[config.mk]
export PLATFORM = sky130hd
export DESIGN_NAME = regFileTop
export DESIGN_NICKNAME = d
export VERILOG_FILES = /design/src/rtl/regFilePkg.sv /design/src/rtl/regCtrl.sv /design/src/rtl/regData.sv /design/src/rtl/regFileTop.sv
export SDC_FILE = /design/constraint.sdc
export NUM_CORES = 1
export LEC_CHECK = 0
export CAP_MARGIN = 40
export CORE_ASPECT_RATIO = 1.2
export CORE_MARGIN = 3
export CORE_UTILIZATION = 43
export DETAILED_ROUTE_END_ITERATION = 10
export PLACE_DENSITY = 0.63
export SLEW_MARGIN = 20
export SYNTH_ARGS = -nofsm -noshare
export SYNTH_HDL_FRONTEND = slang
export SYNTH_SLANG_ARGS = --single-unit
[constraint.sdc]
create_clock -name clk -period 2.17 [get_ports clk]
set_input_delay 0.3255 -clock clk [delete_from_list [all_inputs] [get_ports clk]]
set_output_delay 0.3255 -clock clk [all_outputs]
set_load 0.02 [all_outputs]
[src/rtl/regFilePkg.sv]
package regFilePkg;
  localparam int DATA_W        = 8;
  localparam int ADDR_W        = 2 * DATA_W;
  localparam int BYTE_SEL_W    = 4;
  localparam int WORD_SEL_W    = 3;
  localparam int NUM_BYTE_REGS = 14;
  localparam int NUM_GP        = 6;
  localparam int NUM_IDX_BYTES = 4;
  localparam int NUM_PAIRS     = 6;

  localparam int CODE_F   = 6;
  localparam int CODE_A   = 7;
  localparam int CODE_IDX = 8;
  localparam int CODE_I   = 12;
  localparam int CODE_R   = 13;

  localparam logic [WORD_SEL_W-1:0] WSEL_SP = 3'd6;
  localparam logic [WORD_SEL_W-1:0] WSEL_PC = 3'd7;

  typedef struct packed {
    logic [NUM_BYTE_REGS-1:0] byteWe;
    logic                     wordMode;
    logic                     spWe;
    logic                     pcWe;
    logic                     swapAf;
    logic                     swapMain;
    logic                     rInc;
    logic                     iffSet;
    logic                     iffClr;
    logic                     nmiSave;
    logic                     nmiRestore;
  } strobeT;

  function automatic int hiCode(int pair);
    case (pair)
      0: return 0;
      1: return 2;
      2: return 4;
      3: return CODE_A;
      4: return 8;
      default: return 10;
    endcase
  endfunction

  function automatic int loCode(int pair);
    case (pair)
      0: return 1;
      1: return 3;
      2: return 5;
      3: return CODE_F;
      4: return 9;
      default: return 11;
    endcase
  endfunction

  function automatic logic isHighByte(int code);
    return (code == 0) || (code == 2) || (code == 4) ||
           (code == CODE_A) || (code == 8) || (code == 10);
  endfunction
endpackage

[src/rtl/regCtrl.sv]
module regCtrl
  import regFilePkg::*;
(
  input  logic                  clk,
  input  logic                  rstN,
  input  logic                  wrEn,
  input  logic                  wrWord,
  input  logic [BYTE_SEL_W-1:0] wrSel,
  input  logic                  exAf,
  input  logic                  exMain,
  input  logic                  fetchDone,
  input  logic                  intEnable,
  input  logic                  intDisable,
  input  logic                  nmiAccept,
  input  logic                  nmiReturn,
  output strobeT                strobe
);
  logic [WORD_SEL_W-1:0] pairSel;
  int                    pairIdx;

  assign pairSel = wrSel[WORD_SEL_W-1:0];
  assign pairIdx = int'(pairSel);

  always_comb begin
    strobe          = '0;
    strobe.wordMode = wrWord;
    for (int k = 0; k < NUM_BYTE_REGS; k++) begin
      if (!wrWord) begin
        strobe.byteWe[k] = wrEn && (wrSel == BYTE_SEL_W'(k));
      end else begin
        strobe.byteWe[k] = wrEn && (pairIdx < NUM_PAIRS) &&
                           ((k == hiCode(pairIdx)) || (k == loCode(pairIdx)));
      end
    end
    strobe.spWe       = wrEn && wrWord && (pairSel == WSEL_SP);
    strobe.pcWe       = wrEn && wrWord && (pairSel == WSEL_PC);
    strobe.swapAf     = exAf;
    strobe.swapMain   = exMain;
    strobe.rInc       = fetchDone;
    strobe.nmiSave    = nmiAccept;
    strobe.nmiRestore = nmiReturn && !nmiAccept;
    strobe.iffClr     = intDisable && !nmiAccept && !nmiReturn;
    strobe.iffSet     = intEnable && !intDisable && !nmiAccept && !nmiReturn;
  end

  AST_IFF_ONE_ACTION: assert property (@(posedge clk) disable iff (!rstN)
    $onehot0({strobe.nmiSave, strobe.nmiRestore, strobe.iffClr, strobe.iffSet}));
  AST_WORD_TWO_BYTES: assert property (@(posedge clk) disable iff (!rstN)
    (wrEn && wrWord && !strobe.spWe && !strobe.pcWe) |-> ($countones(strobe.byteWe) == 2));
  AST_BYTE_ONE_REG: assert property (@(posedge clk) disable iff (!rstN)
    (!wrWord) |-> $onehot0(strobe.byteWe));
endmodule

[src/rtl/regData.sv]
module regData
  import regFilePkg::*;
(
  input  logic                  clk,
  input  logic                  rstN,
  input  strobeT                strobe,
  input  logic [ADDR_W-1:0]     wrData,
  input  logic [BYTE_SEL_W-1:0] rdByteSel,
  input  logic [WORD_SEL_W-1:0] rdWordSel,
  input  logic [DATA_W-1:0]     devVector,
  output logic [DATA_W-1:0]     rdByte,
  output logic [ADDR_W-1:0]     rdWord,
  output logic [ADDR_W-1:0]     vecAddr,
  output logic                  iff1,
  output logic                  iff2
);
  localparam int NUM_VIEW = 1 << BYTE_SEL_W;
  localparam logic [DATA_W-1:0] ONES = '1;

  logic [DATA_W-1:0] mainRegs [2][NUM_GP];
  logic [DATA_W-1:0] afRegs   [2][2];
  logic [DATA_W-1:0] idxRegs  [NUM_IDX_BYTES];
  logic [DATA_W-1:0] iReg, rReg;
  logic [ADDR_W-1:0] spReg, pcReg;
  logic              mainBank, afBank;
  logic              iff1Q, iff2Q;
  logic [DATA_W-1:0] wrLo, wrHi;
  logic [DATA_W-1:0] byteView [NUM_VIEW];

  assign wrLo = wrData[DATA_W-1:0];
  assign wrHi = wrData[ADDR_W-1:DATA_W];

  function automatic logic [DATA_W-1:0] dataFor(int code, logic wordMode,
                                                logic [DATA_W-1:0] hi, logic [DATA_W-1:0] lo);
    return (wordMode && isHighByte(code)) ? hi : lo;
  endfunction

  always_ff @(posedge clk or negedge rstN) begin
    if (!rstN) begin
      for (int b = 0; b < 2; b++) begin
        for (int k = 0; k < NUM_GP; k++) mainRegs[b][k] <= ONES;
        afRegs[b][0] <= ONES;
        afRegs[b][1] <= ONES;
      end
      for (int k = 0; k < NUM_IDX_BYTES; k++) idxRegs[k] <= ONES;
      iReg     <= '0;
      rReg     <= '0;
      spReg    <= '1;
      pcReg    <= '0;
      mainBank <= 1'b0;
      afBank   <= 1'b0;
      iff1Q    <= 1'b0;
      iff2Q    <= 1'b0;
    end else begin
      for (int k = 0; k < NUM_GP; k++)
        if (strobe.byteWe[k]) mainRegs[mainBank][k] <= dataFor(k, strobe.wordMode, wrHi, wrLo);
      if (strobe.byteWe[CODE_F]) afRegs[afBank][0] <= dataFor(CODE_F, strobe.wordMode, wrHi, wrLo);
      if (strobe.byteWe[CODE_A]) afRegs[afBank][1] <= dataFor(CODE_A, strobe.wordMode, wrHi, wrLo);
      for (int k = 0; k < NUM_IDX_BYTES; k++)
        if (strobe.byteWe[CODE_IDX+k]) idxRegs[k] <= dataFor(CODE_IDX + k, strobe.wordMode, wrHi, wrLo);
      if (strobe.byteWe[CODE_I]) iReg <= wrLo;
      if (strobe.byteWe[CODE_R]) rReg <= wrLo;
      else if (strobe.rInc) rReg <= {rReg[DATA_W-1], rReg[DATA_W-2:0] + 1'b1};
      if (strobe.spWe) spReg <= wrData;
      if (strobe.pcWe) pcReg <= wrData;
      if (strobe.swapMain) mainBank <= ~mainBank;
      if (strobe.swapAf)   afBank   <= ~afBank;
      if (strobe.nmiSave) begin
        iff2Q <= iff1Q;
        iff1Q <= 1'b0;
      end else if (strobe.nmiRestore) begin
        iff1Q <= iff2Q;
      end else if (strobe.iffClr) begin
        iff1Q <= 1'b0;
        iff2Q <= 1'b0;
      end else if (strobe.iffSet) begin
        iff1Q <= 1'b1;
        iff2Q <= 1'b1;
      end
    end
  end

  always_comb begin
    for (int k = 0; k < NUM_VIEW; k++) byteView[k] = '0;
    for (int k = 0; k < NUM_GP; k++) byteView[k] = mainRegs[mainBank][k];
    byteView[CODE_F] = afRegs[afBank][0];
    byteView[CODE_A] = afRegs[afBank][1];
    for (int k = 0; k < NUM_IDX_BYTES; k++) byteView[CODE_IDX+k] = idxRegs[k];
    byteView[CODE_I] = iReg;
    byteView[CODE_R] = rReg;
  end

  assign rdByte = byteView[rdByteSel];

  always_comb begin
    case (rdWordSel)
      WSEL_SP: rdWord = spReg;
      WSEL_PC: rdWord = pcReg;
      default: rdWord = {byteView[hiCode(int'(rdWordSel))], byteView[loCode(int'(rdWordSel))]};
    endcase
  end

  assign vecAddr = {iReg, devVector};
  assign iff1    = iff1Q;
  assign iff2    = iff2Q;

  AST_R_COUNTS: assert property (@(posedge clk) disable iff (!rstN)
    (strobe.rInc && !strobe.byteWe[CODE_R]) |=>
      (rReg[DATA_W-2:0] == $past(rReg[DATA_W-2:0]) + 1'b1) &&
      (rReg[DATA_W-1] == $past(rReg[DATA_W-1])));
  AST_R_WRITE_WINS: assert property (@(posedge clk) disable iff (!rstN)
    strobe.byteWe[CODE_R] |=> (rReg == $past(wrLo)));
  AST_IFF_SET_BOTH: assert property (@(posedge clk) disable iff (!rstN)
    strobe.iffSet |=> (iff1Q && iff2Q));
  AST_NMI_SAVE: assert property (@(posedge clk) disable iff (!rstN)
    strobe.nmiSave |=> (!iff1Q && (iff2Q == $past(iff1Q))));
  AST_AF_SWAP: assert property (@(posedge clk) disable iff (!rstN)
    strobe.swapAf |=> (afBank != $past(afBank)));
  AST_MAIN_HOLD: assert property (@(posedge clk) disable iff (!rstN)
    !strobe.swapMain |=> $stable(mainBank));
  AST_PC_HOLD: assert property (@(posedge clk) disable iff (!rstN)
    !strobe.pcWe |=> $stable(pcReg));
endmodule

[src/rtl/regFileTop.sv]
module regFileTop
  import regFilePkg::*;
(
  input  logic                  clk,
  input  logic                  rstN,
  input  logic [BYTE_SEL_W-1:0] rdByteSel,
  output logic [DATA_W-1:0]     rdByte,
  input  logic [WORD_SEL_W-1:0] rdWordSel,
  output logic [ADDR_W-1:0]     rdWord,
  input  logic                  wrEn,
  input  logic                  wrWord,
  input  logic [BYTE_SEL_W-1:0] wrSel,
  input  logic [ADDR_W-1:0]     wrData,
  input  logic                  exAf,
  input  logic                  exMain,
  input  logic                  fetchDone,
  input  logic                  intEnable,
  input  logic                  intDisable,
  input  logic                  nmiAccept,
  input  logic                  nmiReturn,
  input  logic [DATA_W-1:0]     devVector,
  output logic [ADDR_W-1:0]     vecAddr,
  output logic                  iff1,
  output logic                  iff2
);
  strobeT strobe;

  regCtrl i_regCtrl (
    .clk        (clk),
    .rstN       (rstN),
    .wrEn       (wrEn),
    .wrWord     (wrWord),
    .wrSel      (wrSel),
    .exAf       (exAf),
    .exMain     (exMain),
    .fetchDone  (fetchDone),
    .intEnable  (intEnable),
    .intDisable (intDisable),
    .nmiAccept  (nmiAccept),
    .nmiReturn  (nmiReturn),
    .strobe     (strobe)
  );

  regData i_regData (
    .clk       (clk),
    .rstN      (rstN),
    .strobe    (strobe),
    .wrData    (wrData),
    .rdByteSel (rdByteSel),
    .rdWordSel (rdWordSel),
    .devVector (devVector),
    .rdByte    (rdByte),
    .rdWord    (rdWord),
    .vecAddr   (vecAddr),
    .iff1      (iff1),
    .iff2      (iff2)
  );
endmodule

==> Implementation_results.wiki <==
{| class="wikitable"
! Metric !! Value
|-
| Maximum single-stage delay on the critical path || about 560 ps
|-
| Critical Path Slowest Stage Cell || sky130_fd_sc_hd__dfrtp_4
|-
| Max capacitance violation total || 0
|-
| Signal arrival time at the worst endpoint || about 2500 ps
|-
| Die W || around 160 um
|-
| Pwr per Cell Area || roughly 1300 nW/um^2
|-
| Cell taking the most area after synthesis || sky130_fd_sc_hd__dfstp_2
|-
| Critical path peak fanout || 7
|-
| Top cell types by occurrence after synthesis || sky130_fd_sc_hd__dfstp_2, sky130_fd_sc_hd__mux2_2, sky130_fd_sc_hd__mux2i_1
|-
| Vias per inst || 5.74
|-
| Critical path launch point type || flip-flop
|-
| Syn-to-layout area delta || 32.9%
|-
| Netlist Area Pre-Place || 11600 um^2
|-
| Number of flops mapped to enable cells by yosys || 0
|-
| Actual transition at the worst max-transition pin || ~480 ps
|-
| Cell-internal power || around 0.013 W
|-
| Antenna violations before repair || 0
|-
| Yosys reg bits || approximately 210
|-
| Total wire length || roughly 36000 um
|-
| Core region area || roughly 26000 um^2
|-
| Antenna Cells || 0
|-
| CTS clk-pin slew, worst paths || ~50 ps
|-
| Part of the power in the clock network || around a fifth
|-
| Mapped Avg Cell Area || ~12 um^2
|-
| Weighted congestion reported at the end of routability-driven placement || 1.02
|-
| # H-tree levels || 1
|-
| Period Utilization, post-route || 131%
|-
| Site Rows || between 60 and 70
|-
| Library cell with the highest instance count after synthesis || sky130_fd_sc_hd__dfstp_2
|-
| Buffer depth of the longest clock path || 3
|-
| Crit Path Category || reg2out
|-
| Number of iterations in the first detailed-routing pass || 5
|-
| Die Area || approximately 29000 um^2
|-
| Count of buffer and inverter cells on the critical path || 3
|-
| Final-report max-slew violation count || 0
|-
| Worst setup EP type || primary output
|-
| Total nets after synthesis || between 900 and 1000
|-
| Share of synthesized registers carrying an async set or reset || 100%
|-
| Via count || roughly 8700
|-
| Critical path launch point || i_regData.mainBank$_DFFE_PN0P_
|-
| Switching power of the nets || around 0.0065 W
|-
| Fraction of layout instances using a drive strength above 1 || between 50% and 60%
|-
| Cell types with the largest area share after synthesis || sky130_fd_sc_hd__dfstp_2, sky130_fd_sc_hd__mux2_2, sky130_fd_sc_hd__mux4_2
|-
| Setup ws final || -673 ps
|-
| Net count, final || between 1000 and 1500
|-
| Worst R2R Start || i_regData.mainBank$_DFFE_PN0P_
|-
| Switch share || 32.5%
|-
| Global-route usage over all layers || around a quarter
|-
| Root buffer selected by CTS || sky130_fd_sc_hd__clkbuf_16
|-
| GRT Residual Overflow || 0
|-
| Sequential cell fraction of total power || 38.3%
|-
| Flip-flop cell with the highest count after synthesis || sky130_fd_sc_hd__dfstp_2
|-
| Via count of the first global-routing pass || 8724
|-
| Category of cells accounting for the largest share of critical-path delay || multiplexers
|-
| Max VDD drop || roughly 740 uV
|-
| Filler cell count || 2088
|-
| Unrepaired setup endpoints after global routing || true
|-
| Share of total power in combinational logic || between 40% and 50%
|-
| Maximum number of pins on one net before global-route repair || 55
|-
| Type of the worst min-delay path || in2async
|-
| Number of antenna-violating nets in the routed design || 0
|-
| Number of distinct library cells after synthesis || 57
|-
| Worst EP required || between 1500 and 2000 ps
|-
| Slew headroom || about two thirds
|-
| Area taken by multi-input logic gates || roughly 5800 um^2
|-
| Die boundary height || 186 um
|-
| Chain of cells forming the critical path || buf_8 > clkinv_8 > mux4_2 > mux2_4 > mux2_4 > buf_6
|-
| TritonCTS clock tree || done
|-
| Non-Filler Instances || between 1500 and 2000
|-
| Placed Instances || 1455
|-
| Number of buffers inserted during clock tree synthesis || 23
|-
| Port Buffer Count || 71
|-
| DRC marker count from the first detailed-route iteration || between 500 and 600
|-
| P_leak || around 6.4 nW
|-
| Clock Skews || roughly 22 ps
|-
| Library cell appearing most often on the critical path || sky130_fd_sc_hd__mux2_4
|-
| Total number of clock tree sinks || ~210
|-
| Reg area || between 5000 and 6000 um^2
|-
| Violated checks || negative setup slack
|-
| Achievable Freq || around 350 MHz
|-
| Detailed Place HPWL || between 20000 and 30000 um
|-
| Cells after synthesis || between 900 and 1000
|-
| Remaining design rule violation count || 0
|-
| Fin crit period || 2840 ps
|-
| Wire length of the first global-routing pass || approximately 53000 um
|-
| Sequential element share of the synthesized area || 47.7%
|-
| Routed WL per cell || 23.4 um
|-
| Result of the run || finished with violations
|-
| Synth warn || 0
|-
| Total count of hold-check failures in the final report || 0
|-
| Area share of the largest cell type after synthesis || 39.9%
|-
| Setup violation total in the final timing report || 33
|-
| Insertion delay to the later sink of the worst-skew pair || between 500 and 600 ps
|-
| I/O pin total || 88
|-
| Starting density of the core || 43.8%
|-
| Summed negative setup slack over all endpoints || -13840 ps
|}
==> flip-flops by register name (all words and copies together) (netlist names) <==
register            flops
i_regData.afBank        1
i_regData.afRegs       32
i_regData.byteView     32
i_regData.iReg          8
i_regData.iff1          1
i_regData.iff2          1
i_regData.mainBank      1
i_regData.mainRegs     96
i_regData.pcReg        16
i_regData.rReg          8
i_regData.spReg        16
==> cell type report <==
type | instances | area share, %
Tap cell | 335 | 2.72
Clock buffer | 33 | 4.25
Multi-Input combinational cell | 625 | 37.7
Clock inverter | 9 | 0.536
Sequential cell | 212 | 35.9
Inverter | 16 | 0.471
Timing Repair Buffer | 291 | 18.4
==> placed cells by master (no fill, tap or decap), types with 32 or more instances in the layout <==
master                              n
sky130_fd_sc_hd__mux2i_1           73
sky130_fd_sc_hd__a21oi_1           57
sky130_fd_sc_hd__dfrtp_1           35
sky130_fd_sc_hd__buf_12            32
sky130_fd_sc_hd__mux2_2           137
sky130_fd_sc_hd__mux4_2            49
sky130_fd_sc_hd__dfstp_2          176
sky130_fd_sc_hd__buf_4            177
sky130_fd_sc_hd__nor2_1            53
sky130_fd_sc_hd__nand2_1           63
sky130_fd_sc_hd__clkdlybuf4s50_1   44
==> kinds of logic after synthesis <==
kind of cell    Yosys count  share of synthesized area, %
simple gates            178                          7.70
mux                     282                          31.3
compound gates          156                          8.52
flops                   212                          47.7
buf+inv                  95                          4.07
xor+xnor                  8                         0.605
fa+ha+maj                 1                         0.108
==> metal layers <==
metal	share of wire, %	wire (um)	global-route usage (%)
met5	0	0	0
met4	4.3	1520	9.22
met1	42	15000	33.0
met3	5.8	2080	4.16
met2	48	17000	39.7
==> worst paths after layout <==
check	slack, ps	cells past startpoint	to
worst max-delay path	-670	6	rdWord[0]
worst min-delay path	360	2	i_regData.mainBank$_DFFE_PN0P_
worst max register to register	-50	8	i_regData.mainRegs[18]$_DFFE_PN1P_
worst min register to register	460	2	i_regData.mainRegs[13]$_DFFE_PN1P_
max in group asynchronous	1110	3	i_regData.byteView[34]$_DFFE_PN1P_
min in group clk	400	2	i_regData.mainBank$_DFFE_PN0P_
==> stage by stage <==
stage               power, W  hold WS [ps]  worst slack (ps)  utilization [%]  instance area [um^2]
CTS                   0.0196           362              -711             57.5                 15200
global route          0.0209           386              -712             58.3                 15400
floorplan             0.0116          29.9             -51.1                -                 11600
global placement      0.0148           312              -844             53.4                 14100
finish                0.0199           355              -673             58.3                 15400
detailed placement    0.0150           309              -917             53.4                 14100
==> repair_timing <==
item                       4_1_cts  5_1_grt
setup endpoints to repair       24       24
pin swaps                       14       15
hold endpoints to repair         1        0
setup buffers                   11       12
gates resized for setup        183       38
cloned                           1        0
hold buffers                     1        0
==> power groups by stage <==
stage / registers [W] / clock network [W] / logic, W
floorplan: 0.00721 / 0 / 0.00443
CTS: 0.00761 / 0.00393 / 0.00811
finish: 0.00764 / 0.00386 / 0.00844
detailed placement: 0.00760 / 0 / 0.00738
global placement: 0.00753 / 0 / 0.00726
global route: 0.00783 / 0.00412 / 0.00896
(Power assumes the default switching activity.)
